File: src/rtl/mdio_cmd_pkg.sv
package mdio_cmd_pkg;
  // control word field positions
  localparam int DATA_W    = 16;
  localparam int ADDR_W    = 5;
  localparam int REG_LSB   = 16;
  localparam int PHY_LSB   = 21;
  localparam int OP_BIT    = 27;
  localparam int EN_BIT    = 30;
  localparam int BUSY_BIT  = 31;
  // serial frame layout
  localparam int FRAME_LEN = 64;
  localparam int TA_IDX    = 46;
  localparam int DATA_IDX  = 48;
  localparam int IDX_W     = $clog2(FRAME_LEN);

  typedef struct packed {
    logic [ADDR_W-1:0] phy;
    logic [ADDR_W-1:0] regad;
    logic              rd;
    logic [DATA_W-1:0] wdata;
  } mdio_cmd_t;
endpackage

File: src/rtl/mdio_clk_div.sv
module mdio_clk_div #(
  parameter int unsigned HALF_DIV = 2
) (
  input  logic clk,
  input  logic rst_n,
  input  logic run,
  output logic mdc,
  output logic rise,
  output logic fall
);
  localparam int CW = (HALF_DIV > 1) ? $clog2(HALF_DIV) : 1;
  localparam logic [CW-1:0] LAST = CW'(HALF_DIV - 1);

  logic [CW-1:0] cnt_q, cnt_d;
  logic          mdc_q, mdc_d;
  logic          term;

  assign term = run && (cnt_q == LAST);
  assign rise = term & ~mdc_q;
  assign fall = term & mdc_q;
  assign mdc  = mdc_q;

  always_comb begin
    cnt_d = cnt_q;
    mdc_d = mdc_q;
    if (!run) begin
      cnt_d = '0;
      mdc_d = 1'b0;
    end else if (term) begin
      cnt_d = '0;
      mdc_d = ~mdc_q;
    end else begin
      cnt_d = cnt_q + 1'b1;
    end
  end

  always_ff @(posedge clk or negedge rst_n) begin
    if (!rst_n) begin
      cnt_q <= '0;
      mdc_q <= 1'b0;
    end else begin
      cnt_q <= cnt_d;
      mdc_q <= mdc_d;
    end
  end

  AST_MDC_HALF_PERIOD: assert property (@(posedge clk) disable iff (!rst_n)
    (!$stable(mdc_q)) |-> ($past(cnt_q) == LAST));
endmodule

File: src/rtl/mdio_frame_shift.sv
module mdio_frame_shift import mdio_cmd_pkg::*; (
  input  logic              clk,
  input  logic              rst_n,
  input  logic              start,
  input  mdio_cmd_t         cmd,
  input  logic              rise,
  input  logic              fall,
  input  logic              mdio_i,
  output logic              active,
  output logic              done,
  output logic              mdio_o,
  output logic              mdio_oe,
  output logic [DATA_W-1:0] rx_data
);
  localparam logic [IDX_W-1:0] LAST_IDX = IDX_W'(FRAME_LEN - 1);
  localparam logic [IDX_W-1:0] TA_POS   = IDX_W'(TA_IDX);
  localparam logic [IDX_W-1:0] DATA_POS = IDX_W'(DATA_IDX);

  logic                 act_q, act_d;
  logic                 rd_q, rd_d;
  logic [IDX_W-1:0]     idx_q, idx_d;
  logic [FRAME_LEN-1:0] sh_q, sh_d;
  logic [DATA_W-1:0]    rx_q, rx_d;
  logic [FRAME_LEN-1:0] frame;

  assign frame = {32'hFFFF_FFFF, 2'b01, (cmd.rd ? 2'b10 : 2'b01),
                  cmd.phy, cmd.regad, 2'b10,
                  (cmd.rd ? {DATA_W{1'b0}} : cmd.wdata)};

  always_comb begin
    act_d = act_q;
    rd_d  = rd_q;
    idx_d = idx_q;
    sh_d  = sh_q;
    rx_d  = rx_q;
    if (start) begin
      act_d = 1'b1;
      rd_d  = cmd.rd;
      idx_d = '0;
      sh_d  = frame;
      rx_d  = '0;
    end else if (act_q) begin
      if (rise && rd_q && (idx_q >= DATA_POS))
        rx_d = {rx_q[DATA_W-2:0], mdio_i};
      if (fall) begin
        if (idx_q == LAST_IDX) begin
          act_d = 1'b0;
        end else begin
          idx_d = idx_q + 1'b1;
          sh_d  = {sh_q[FRAME_LEN-2:0], 1'b0};
        end
      end
    end
  end

  always_ff @(posedge clk or negedge rst_n) begin
    if (!rst_n) begin
      act_q <= 1'b0;
      rd_q  <= 1'b0;
      idx_q <= '0;
      sh_q  <= '0;
      rx_q  <= '0;
    end else begin
      act_q <= act_d;
      rd_q  <= rd_d;
      idx_q <= idx_d;
      sh_q  <= sh_d;
      rx_q  <= rx_d;
    end
  end

  assign active  = act_q;
  assign done    = act_q & fall & (idx_q == LAST_IDX);
  assign mdio_o  = sh_q[FRAME_LEN-1];
  assign mdio_oe = act_q & (~rd_q | (idx_q < TA_POS));
  assign rx_data = rx_q;

  AST_START_WHEN_IDLE: assert property (@(posedge clk) disable iff (!rst_n)
    start |-> !act_q);
endmodule

File: src/rtl/mdio_cmd_reg.sv
module mdio_cmd_reg import mdio_cmd_pkg::*; #(
  parameter int unsigned NUM_PHYS = 5
) (
  input  logic              clk,
  input  logic              rst_n,
  input  logic              wr_en,
  input  logic [31:0]       wr_data,
  input  logic              done,
  input  logic [DATA_W-1:0] rx_data,
  output logic              start,
  output mdio_cmd_t         cmd,
  output logic [31:0]       word
);
  localparam logic [ADDR_W:0] PHY_LIM = (ADDR_W+1)'(NUM_PHYS);

  logic      busy_q, busy_d;
  logic      en_q, en_d;
  logic      start_q, start_d;
  mdio_cmd_t cmd_q, cmd_d;
  logic      phy_ok;
  logic      unused_bits;

  assign unused_bits = ^{wr_data[29:28], wr_data[26]};
  assign phy_ok = ({1'b0, wr_data[PHY_LSB +: ADDR_W]} < PHY_LIM);

  always_comb begin
    busy_d  = busy_q;
    en_d    = en_q;
    cmd_d   = cmd_q;
    start_d = 1'b0;
    if (busy_q) begin
      if (done) begin
        busy_d = 1'b0;
        if (cmd_q.rd) cmd_d.wdata = rx_data;
      end
    end else if (wr_en) begin
      en_d        = wr_data[EN_BIT];
      cmd_d.phy   = wr_data[PHY_LSB +: ADDR_W];
      cmd_d.regad = wr_data[REG_LSB +: ADDR_W];
      cmd_d.rd    = wr_data[OP_BIT];
      cmd_d.wdata = wr_data[DATA_W-1:0];
      if (wr_data[BUSY_BIT] && wr_data[EN_BIT]) begin
        if (phy_ok) begin
          busy_d  = 1'b1;
          start_d = 1'b1;
        end else if (wr_data[OP_BIT]) begin
          cmd_d.wdata = {DATA_W{1'b1}};
        end
      end
    end
  end

  always_ff @(posedge clk or negedge rst_n) begin
    if (!rst_n) begin
      busy_q  <= 1'b0;
      en_q    <= 1'b0;
      start_q <= 1'b0;
      cmd_q   <= '0;
    end else begin
      busy_q  <= busy_d;
      en_q    <= en_d;
      start_q <= start_d;
      cmd_q   <= cmd_d;
    end
  end

  assign start = start_q;
  assign cmd   = cmd_q;
  assign word  = {busy_q, en_q, 2'b00, cmd_q.rd, 1'b0, cmd_q.phy, cmd_q.regad, cmd_q.wdata};

  AST_FIELDS_HOLD_BUSY: assert property (@(posedge clk) disable iff (!rst_n)
    (busy_q && wr_en && !done) |=> $stable(cmd_q));
  AST_BUSY_NEEDS_EN: assert property (@(posedge clk) disable iff (!rst_n)
    $rose(busy_q) |-> en_q);
endmodule

File: src/rtl/mdio_cmd_ctrl.sv
module mdio_cmd_ctrl import mdio_cmd_pkg::*; #(
  parameter int unsigned HALF_DIV = 2,
  parameter int unsigned NUM_PHYS = 5
) (
  input  logic        clk,
  input  logic        rst_n,
  input  logic        reg_wr_en,
  input  logic [31:0] reg_wr_data,
  output logic [31:0] reg_rd_data,
  output logic        mdc,
  output logic        mdio_o,
  output logic        mdio_oe,
  input  logic        mdio_i
);
  logic [1:0]        rst_sync;
  logic              rst_int_n;
  logic              start, done, active, rise, fall;
  mdio_cmd_t         cmd;
  logic [DATA_W-1:0] rx_data;

  always_ff @(posedge clk or negedge rst_n) begin
    if (!rst_n) rst_sync <= 2'b00;
    else        rst_sync <= {rst_sync[0], 1'b1};
  end
  assign rst_int_n = rst_sync[1];

  mdio_cmd_reg #(.NUM_PHYS(NUM_PHYS)) u_reg (
    .clk(clk), .rst_n(rst_int_n), .wr_en(reg_wr_en), .wr_data(reg_wr_data),
    .done(done), .rx_data(rx_data), .start(start), .cmd(cmd), .word(reg_rd_data));

  mdio_clk_div #(.HALF_DIV(HALF_DIV)) u_div (
    .clk(clk), .rst_n(rst_int_n), .run(active), .mdc(mdc), .rise(rise), .fall(fall));

  mdio_frame_shift u_shift (
    .clk(clk), .rst_n(rst_int_n), .start(start), .cmd(cmd), .rise(rise), .fall(fall),
    .mdio_i(mdio_i), .active(active), .done(done), .mdio_o(mdio_o),
    .mdio_oe(mdio_oe), .rx_data(rx_data));

  AST_OE_NEEDS_BUSY: assert property (@(posedge clk) disable iff (!rst_int_n)
    mdio_oe |-> reg_rd_data[BUSY_BIT]);
  AST_MDC_IDLE_LOW: assert property (@(posedge clk) disable iff (!rst_int_n)
    !reg_rd_data[BUSY_BIT] |-> !mdc);
  AST_BUSY_VALID_PHY: assert property (@(posedge clk) disable iff (!rst_int_n)
    reg_rd_data[BUSY_BIT] |-> ({1'b0, reg_rd_data[PHY_LSB +: ADDR_W]} < (ADDR_W+1)'(NUM_PHYS)));
endmodule

File: config.mk
export PLATFORM = sky130hd
export DESIGN_NAME = mdio_cmd_ctrl
export DESIGN_NICKNAME = d
export VERILOG_FILES = /design/src/rtl/mdio_cmd_pkg.sv /design/src/rtl/mdio_clk_div.sv /design/src/rtl/mdio_frame_shift.sv /design/src/rtl/mdio_cmd_reg.sv /design/src/rtl/mdio_cmd_ctrl.sv
export SDC_FILE = /design/constraint.sdc
export NUM_CORES = 1
export LEC_CHECK = 0
export CORE_MARGIN = 4
export CORE_UTILIZATION = 47
export DETAILED_ROUTE_END_ITERATION = 12
export GPL_ROUTABILITY_DRIVEN = 1
export GPL_TIMING_DRIVEN = 0
export PLACE_DENSITY_LB_ADDON = 0.2
export REMOVE_ABC_BUFFERS = 1
export SYNTH_ARGS = -nofsm -noshare
export SYNTH_HDL_FRONTEND = slang
export SYNTH_SLANG_ARGS = --single-unit
File: constraint.sdc
create_clock -name clk -period 4.4 [get_ports clk]
set_input_delay 0.44 -clock clk [delete_from_list [all_inputs] [get_ports clk]]
set_output_delay 0.44 -clock clk [all_outputs]
set_load 0.05 [all_outputs]
# Word level (Yosys, flattened, before mapping)
# Index checks and enable logic that the tools add are counted.
# totals
reg_bits,122
inputBits,36
# op_classes
addsub,2
n_bitwise,9
n_lt_le_gt_ge,3
reduce_logical,12
eq_ne,5
mux,34
# op_table
op,count
2-to-1 mux 64 bit,4
2-to-1 mux 16 bit,11
2-to-1 mux 6 bit,4
2-to-1 mux 1 bit,14
nonzero test 2 bit,4
adder 6 x 1 -> 6 bit (second input constant),1
equality test 6 bit (second input constant),1
greater-or-equal comparator 6 bit (second input constant),1
< comparator 6 bit (second input constant),1
AND reduction 3 bit,2
AND 1 bit,5
< comparator 5 x 3 -> 1 bit (second input constant),1
logical AND 1 bit,4
!= test 2 x 1 -> 1 bit (second input constant),2
!= test 2 bit (second input constant),2
AND reduction 2 bit,2
inverter 1 bit,3
2-to-1 mux 2 bit,1
adder 1 bit (second input constant),1
OR 1 bit,1

# Depth between registers and ports, before layout
# Gate-level depths: netlist of the first run.
# logic_depth
depth_word,7
depth_mapped,7
ltp_nobuf,5

# Hierarchy
# A second synthesis of the first run with hierarchy kept.
# unflattened
hier_cells,622
area_unflattened_um2,6195.9
# by_module_without_submodules
module,n_inst,seq_area_each_um2,cells_per_inst,area_per_inst_um2
mdio_frame_shift,1,2202.1,404,4175.3
mdio_cmd_reg,1,750.7,207,1878.1
mdio_clk_div,1,50.0,8,88.8
mdio_cmd_ctrl,1,50.0,3,53.8

# Least setup slack after synthesis of the first run
# Ideal clock, no wire load.
# synth_path
path_kind,register to register
startpoint,"register u_div.mdc_q, in the netlist u_div.mdc"
endpoint,register u_reg.cmd_q (netlist bit u_reg.cmd[10])
arrival_ns,1.720
t_required_ns,4.275
setup_ns,0.125
stages_incl_launch_ff,6
period_less_slack_ns,1.846
setup_slack_ns,2.554
path_cell_list,dfrtp_1 nand3_4 nor3_4 a31oi_4 buf_6 mux2_4
# synth_via
elab_chain_cells,5
# synth_lines
element,line_no,text
"start, declared",mdio_clk_div.sv:15,"logic mdc_q, mdc_d;"
"start signal, assigned",mdio_clk_div.sv:43,mdc_q <= mdc_d;
AND 1 bit,mdio_clk_div.sv:20,assign fall = term & mdc_q;
AND 1 bit (2 in a row),mdio_frame_shift.sv:73,assign done = act_q & fall & (idx_q == LAST_IDX);
!= test 2 bit (no line),-,
AND reduction 3 bit (no line),-,
"end signal, assigned",mdio_cmd_reg.sv:63,cmd_q <= cmd_d;
"end, declared",mdio_cmd_reg.sv:19,"mdio_cmd_t cmd_q, cmd_d;"
# No other way between the ends.
# A chain may end at the register's enable or synchronous reset.

# Worst setup path after layout of the first run
# layout_path
startpoint,register u_reg.busy_q
endpoint,output reg_rd_data[31]
# layout_rtl
element,line_no,text
"start, declared",mdio_cmd_reg.sv:16,"logic busy_q, busy_d;"
"start signal, assigned",mdio_cmd_reg.sv:60,busy_q <= busy_d;
"end, declared",mdio_cmd_ctrl.sv:9,"output logic [31:0] reg_rd_data,"
# No word-level cell between the ends.

==> metrics, run 1 <==
share of cells above drive strength 1=0.119; RSZ-0062 raised after global routing=false; Final Power=5.19 mW; Via Count=3948; Synth area leaders=dfrtp_1 57%, nand2_1 9.5%, a21oi_1 8.0%, mux2_2 3.8%, nand3_1 3.5%; # diodes=0; cell count after synthesis=542; critical path arrival=2.44 ns; vias in the first global route=4158; # hold bufs at CTS=0; max-slew violations=0; GRT Total Usage=0.183; Post-synth EDFFs=0; post-synth top area cell=dfrtp_1; minimum hold slack=0.191 ns; FMAX=0.347 GHz; Slowest-stage cell, CP=dfrtp_1; crit path cell chain=clkdlybuf4s50_1; Die Y=115 um; final WL=11.1 mm; effective utilization at floorplan=0.487; buffers and inverters on the worst path=1; FILL cells=921; Setup CP Type=reg2out; routed length per instance=14.9 um; worst-skew pair later-pin latency=0.41 ns; Core ar.=11000 sq um; global-route wire length before repair=19.5 mm; Reg clk slew, reported paths=0.06 ns; TritonCTS Buffers=17; Reg area=3060 sq um; status=complete, no violations; post-synth top area share=0.568; synthesized area=5380 sq um; setup bufs post-CTS=0; antenna violations before repair=0; Primary FF master, synth=dfrtp_1; final hold vios=0; Leakage=3.00 nW; Placer Congestion=0.814; CTS sink count=122; DR DRC count=0; VDD IR max=0.422 mV; Max Buffers Root-to-Sink=2; Yosys cell types=39; fin util=0.609; max-capacitance violation count=0; Area Growth Syn to Fin=24.9%; Max Fanout on Critical Path=21; final setup fails=0; Post-synth ARST share=1.00; die width=115 um; Yosys Warn Count=0; hpwl dp=7.05 mm; number of synthesized register bits=122; synth cell count leaders=136 x nand2_1, 122 x dfrtp_1, 86 x a21oi_1; Pre-Repair DR Iteration Count=5; nets=628; Crit path max-delay family=flip-flops; Layout Skew=0.00843 ns; Worst Hold Class=in2async; area of the multi-input gates=2140 sq um; PwrDens=772 nW/um^2; CTS tree=yes; routed vias/inst=5.31; Antenna Nets Post-Route=0; post-CTS sizing=0; top-count cell post-synth=nand2_1; Ports=71; gr ovfl total=0; Die ar.=13200 sq um; CP Launch Type=flop; input/output buffers=64; Tcrit/Tclk final=0.655; Syn Area/Cell=9.92 sq um; Max H-tree Level=4; Std-Cell Rows=38; Slew HR=0.285; CTS root buffer=clkbuf_16; Worst EP required=3.96 ns; sequential fraction of the synthesis area=0.568; largest net degree at the start of global routing=68; CP Capture Type=primary output; DR iter-0 viols=221; post-route minimum period=2.88 ns; slew of the pin with the lowest slew margin=1.07 ns; max incr delay on CP=1.05 ns
cell usage in the layout, fill, tap and decap left out, types with 2 or more instances in the layout:
cell / Yosys / routed
nand2_1: 136 / 136
dfrtp_1: 122 / 120
a21oi_1: 86 / 85
clkdlybuf4s50_1: 0 / 64
nand3_1: 38 / 38
o21ai_0: 18 / 18
mux2_2: 18 / 18
nor2_1: 17 / 17
clkbuf_16: 0 / 17
mux2i_1: 16 / 16
mux2_4: 10 / 10
conb_1: 2 / 4
clkinv_2: 0 / 4
buf_12: 0 / 4
and3_1: 3 / 3
a21o_1: 3 / 3
xnor2_1: 3 / 3
clkbuf_1: 14 / 3
bufinv_16: 0 / 3
clkinvlp_4: 0 / 3
nor2b_1: 3 / 2
and2_1: 2 / 2
nand4b_1: 2 / 2
a211oi_1: 2 / 2
xor2_1: 2 / 2
nand4_1: 2 / 2
clkinv_4: 0 / 2
per-stage QoR:
| stage | cells | setup TNS (ns) | setup slack, ns | area, sq um |
|---|---|---|---|---|
| 2_1_floorplan | 503 | 0 | 0.669 | 5170 |
| 3_3_place_gp | 707 | -91.22 | -0.660 | 5990 |
| 3_5_place_dp | 712 | 0 | 1.48 | 6130 |
| 4_1_cts | 744 | 0 | 1.47 | 6710 |
| 5_1_grt | 744 | 0 | 1.41 | 6720 |
| 6_report | 744 | 0 | 1.52 | 6720 |
path summary, 6_finish.rpt:
| kind | from | slack [ns] | endpoint | cells after the start |
|---|---|---|---|---|
| worst min register to register | rst_sync[0]$_DFF_PN0_ | 0.35 | rst_sync[1]$_DFF_PN0_ | 0 |
| max in group asynchronous | rst_sync[1]$_DFF_PN0_ | 3.20 | u_shift.sh_q[48]$_DFFE_PN0P_ | 1 |
| worst min-delay path | rst_n | 0.19 | rst_sync[1]$_DFF_PN0_ | 1 |
| min in group clk | rst_sync[0]$_DFF_PN0_ | 0.35 | rst_sync[1]$_DFF_PN0_ | 0 |
| worst max-delay path | u_reg.busy_q$_DFF_PN0_ | 1.52 | reg_rd_data[31] | 1 |
| worst max register to register | u_reg.busy_q$_DFF_PN0_ | 1.77 | u_reg.cmd[11]$_DFFE_PN0P_ | 3 |
final cells by class:
cell class	count	area share
Clock buffer	20	0.0650
Tap cell	140	0.0261
Sequential cell	122	0.455
Inverter	2	0.00112
Timing Repair Buffer	69	0.111
Multi-Input combinational cell	379	0.319
Clock inverter	12	0.0224
power by group:
| part | total, mW | internal, mW | switching [mW] |
|---|---|---|---|
| clock | 1.37 | 0.887 | 0.485 |
| combinational | 1.73 | 0.729 | 0.998 |
| sequential | 2.09 | 1.66 | 0.430 |
| total | 5.19 | 3.27 | 1.91 |
registers in the layout, summed over array words and instances (netlist names):
name and count:
u_reg.en_q 1, u_div.mdc 1, u_reg.start 1, u_shift.rx_data 16, u_shift.idx_q 6, rst_sync 2, u_div.cnt_q 1, u_reg.cmd 27
u_shift.active 1, u_shift.sh_q 64, u_reg.busy_q 1, u_shift.rd_q 1
routing by layer:
layer / up-vias / wire length [um] / track usage
met4: 0 / 86 / 0.0587
met1: 1926 / 5200 / 0.251
met2: 83 / 5370 / 0.285
li1: 1931 / - / -
met3: 8 / 448 / 0.0495
met5: - / 0 / 0
kinds of logic after synthesis:
| kind of cell | Yosys count | synth area share |
|---|---|---|
| simple gates | 208 | 0.167 |
| flops | 122 | 0.568 |
| other cells | 2 | 0.00140 |
| mux | 44 | 0.0954 |
| buf+inv | 43 | 0.0400 |
| xor+xnor | 5 | 0.00815 |
| fa+ha+maj | 1 | 0.00233 |
| compound gates | 117 | 0.118 |
Note: power is estimated with default switching activity, not from simulation.
==> run 2: changes to the inputs <==
clock period = 2.76 ns   (was 4.4 ns; I/O delays follow)
==> run 2 against run 1 <==
Effect of this change:
- first-iteration DRC count unchanged
- sequential cell count did not move
- global-route usage unchanged
- setup slack got worse by 1.3 ns
- sequential share of layout area barely moved
- hold slack worse by 0.16 ns
- via count shrank 0.18%
- total power up 59%
- critical endpoint is now mdio_oe
- largest power group unchanged
- highest routed layer unchanged
==> metrics, run 2 (synthesis gave the netlist of run 1 again) <==
vias in the first global route=4158 (unchanged); TritonCTS Buffers=17 (unchanged); reg-to-reg endpoint=u_shift.sh_q[5]$_DFFE_PN0P_; Slowest-stage cell, CP=clkdlybuf4s50_1; Die Y=115 um (unchanged); cells on worst reg2reg path=6 (+3); # hold bufs at CTS=0 (unchanged); commonest cells after routing, fill and taps aside=136 x nand2_1, 119 x dfrtp_1, 85 x a21oi_1, 64 x clkdlybuf4s50_1, 38 x nand3_1; gr ovfl total=0 (unchanged); Layout Skew=0.00843 ns (-0.0000000800 ns); routed vias/inst=5.30 (-0.18%); post-route minimum period=2.57 ns; post-place setup slack=-0.164 ns (-1.64 ns); r2r setup slk=0.50 ns (-1.27 ns); input/output buffers=64 (unchanged); Largest Register=u_shift.sh_q; slew of the pin with the lowest slew margin=0.896 ns (-0.176 ns); Antenna Nets Post-Route=0 (unchanged); CTS root buffer=clkbuf_16; max reg flops=64 (unchanged); most common cell after layout, fill and taps aside=nand2_1; status=complete, no violations; die width=115 um (unchanged); Setup CP Type=reg2out; global-route wire length before repair=19.5 mm (unchanged); largest net degree at the start of global routing=68 (unchanged); Core ar.=11000 sq um (unchanged); crit path cell chain=nand2_1 > o21a_1 > clkdlybuf4s50_1; max incr delay on CP=0.80 ns (-0.25 ns); CP Capture Type=primary output; R2R Path Start=u_shift.idx_q[0]$_DFFE_PN0P_; DR DRC count=0 (unchanged); CTS sink count=122 (unchanged); final hold vios=0 (unchanged); Die ar.=13200 sq um (unchanged); RSZ-0062 raised after global routing=false; hpwl dp=7.05 mm (unchanged); share of cells above drive strength 1=0.121 (+0.00166); placed cell areas=6130 sq um (unchanged); Worst EP required=2.48 ns (-1.48 ns); Tcrit/Tclk final=0.932; effective utilization at floorplan=0.487 (unchanged); minimum hold slack=0.0275 ns (-0.164 ns); buffers and inverters on the worst path=1 (unchanged); Ports=71 (unchanged); routed length per instance=14.9 um (about the same); max-capacitance violation count=0 (unchanged); fin util=0.609 (about the same); post-layout instance area=6720 sq um (about the same); CP Launch Type=flop; VDD IR max=0.672 mV (+59%); Std-Cell Rows=38 (unchanged); Max Fanout on Critical Path=18 (-14%); final setup fails=0 (unchanged); Area Growth Syn to Fin=25.0% (about the same); Leakage=3.00 nW (about the same); GRT Total Usage=0.183 (unchanged); FMAX=0.389 GHz; Slew HR=0.403 (+0.117); final WL=11.1 mm (about the same); max-slew violations=0 (unchanged); Crit path max-delay family=buffers and inverters; DR iter-0 viols=221 (unchanged); Max H-tree Level=4 (unchanged); critical path arrival=2.30 ns (-0.14 ns); Placer Congestion=0.814 (unchanged); worst-skew pair later-pin latency=0.41 ns (about the same); # diodes=0 (unchanged); PwrDens=1230 nW/um^2 (+59%); Pre-Repair DR Iteration Count=5 (unchanged); Worst Hold Class=in2async; nets=628 (unchanged); Via Count=3941 (-0.18%); total negative slack=0 ns (unchanged); CTS tree=yes; Reg clk slew, reported paths=0.06 ns (about the same); antenna violations before repair=0 (unchanged); Max Buffers Root-to-Sink=2 (unchanged); PnR worst setup slack=0.188 ns (-1.33 ns)
## run 2: worst max-delay path by stage
stage,startpoint,cells past startpoint,to
global placement,u_shift.idx_q[0]$_DFFE_PN0P_,5,u_shift.sh_q[28]$_DFFE_PN0P_
global route,u_shift.idx_q[5]$_DFFE_PN0P_,3,mdio_oe
detailed placement,u_reg.busy_q$_DFF_PN0_,3,u_reg.cmd[2]$_DFFE_PN0P_
floorplan,u_div.mdc$_DFFE_PN0P_,4,u_shift.sh_q[28]$_DFFE_PN0P_
CTS,u_reg.busy_q$_DFF_PN0_,1,reg_rd_data[31]
finish,u_shift.idx_q[5]$_DFFE_PN0P_,3,mdio_oe
## run 2: worst register-to-register path, stage by stage, from the launching register on
cell and delay, ns:
dfrtp_1 0.44, ha_1 0.26, and3_1 0.28, a21oi_4 0.65
buf_12 0.29, a21oi_1 0.12, a21oi_1 0.15
## run 2: layout make-up
| class | count | area [sq um] |
|---|---|---|
| clock buffers | 20 | 437 |
| multi-input cells | 379 | 2140 |
| inverters | 2 | 7.51 |
| fillers | 920 | 4310 |
| flip-flops and latches | 122 | 3060 |
| clock inverters | 12 | 150 |
| repair buffers | 69 | 748 |
| well taps | 140 | 175 |
## run 2: routing by layer
layer | routed length (um) | GRT usage | up-vias
met3 | 413 | 0.0495 | 8
li1 | - | - | 1932
met5 | 0 | 0 | -
met2 | 5370 | 0.285 | 77
met1 | 5230 | 0.251 | 1924
met4 | 86 | 0.0587 | 0
## run 2: through the flow
step                total power [mW]  cells
detailed placement              6.11    712
floorplan                       5.18    503
finish                          8.27    744
CTS                             8.33    744
global placement                5.99    707
global route                    8.81    744
## run 2: where the power goes
part           total [mW]  leakage (nW)  switching (mW)  internal [mW]
Clock                2.19         0.280           0.774           1.41
Sequential           3.33          1.39           0.687           2.64
Combinational        2.75          1.33            1.59           1.16
Total                8.27          3.00            3.05           5.22
## run 2: what timing repair did
action / 4_1_cts / 5_1_grt
resized for setup: 1 / 1
hold endpoints to repair: 0 / 0
setup endpoints to repair: 16 / 7
buffers inserted: 0 / 0
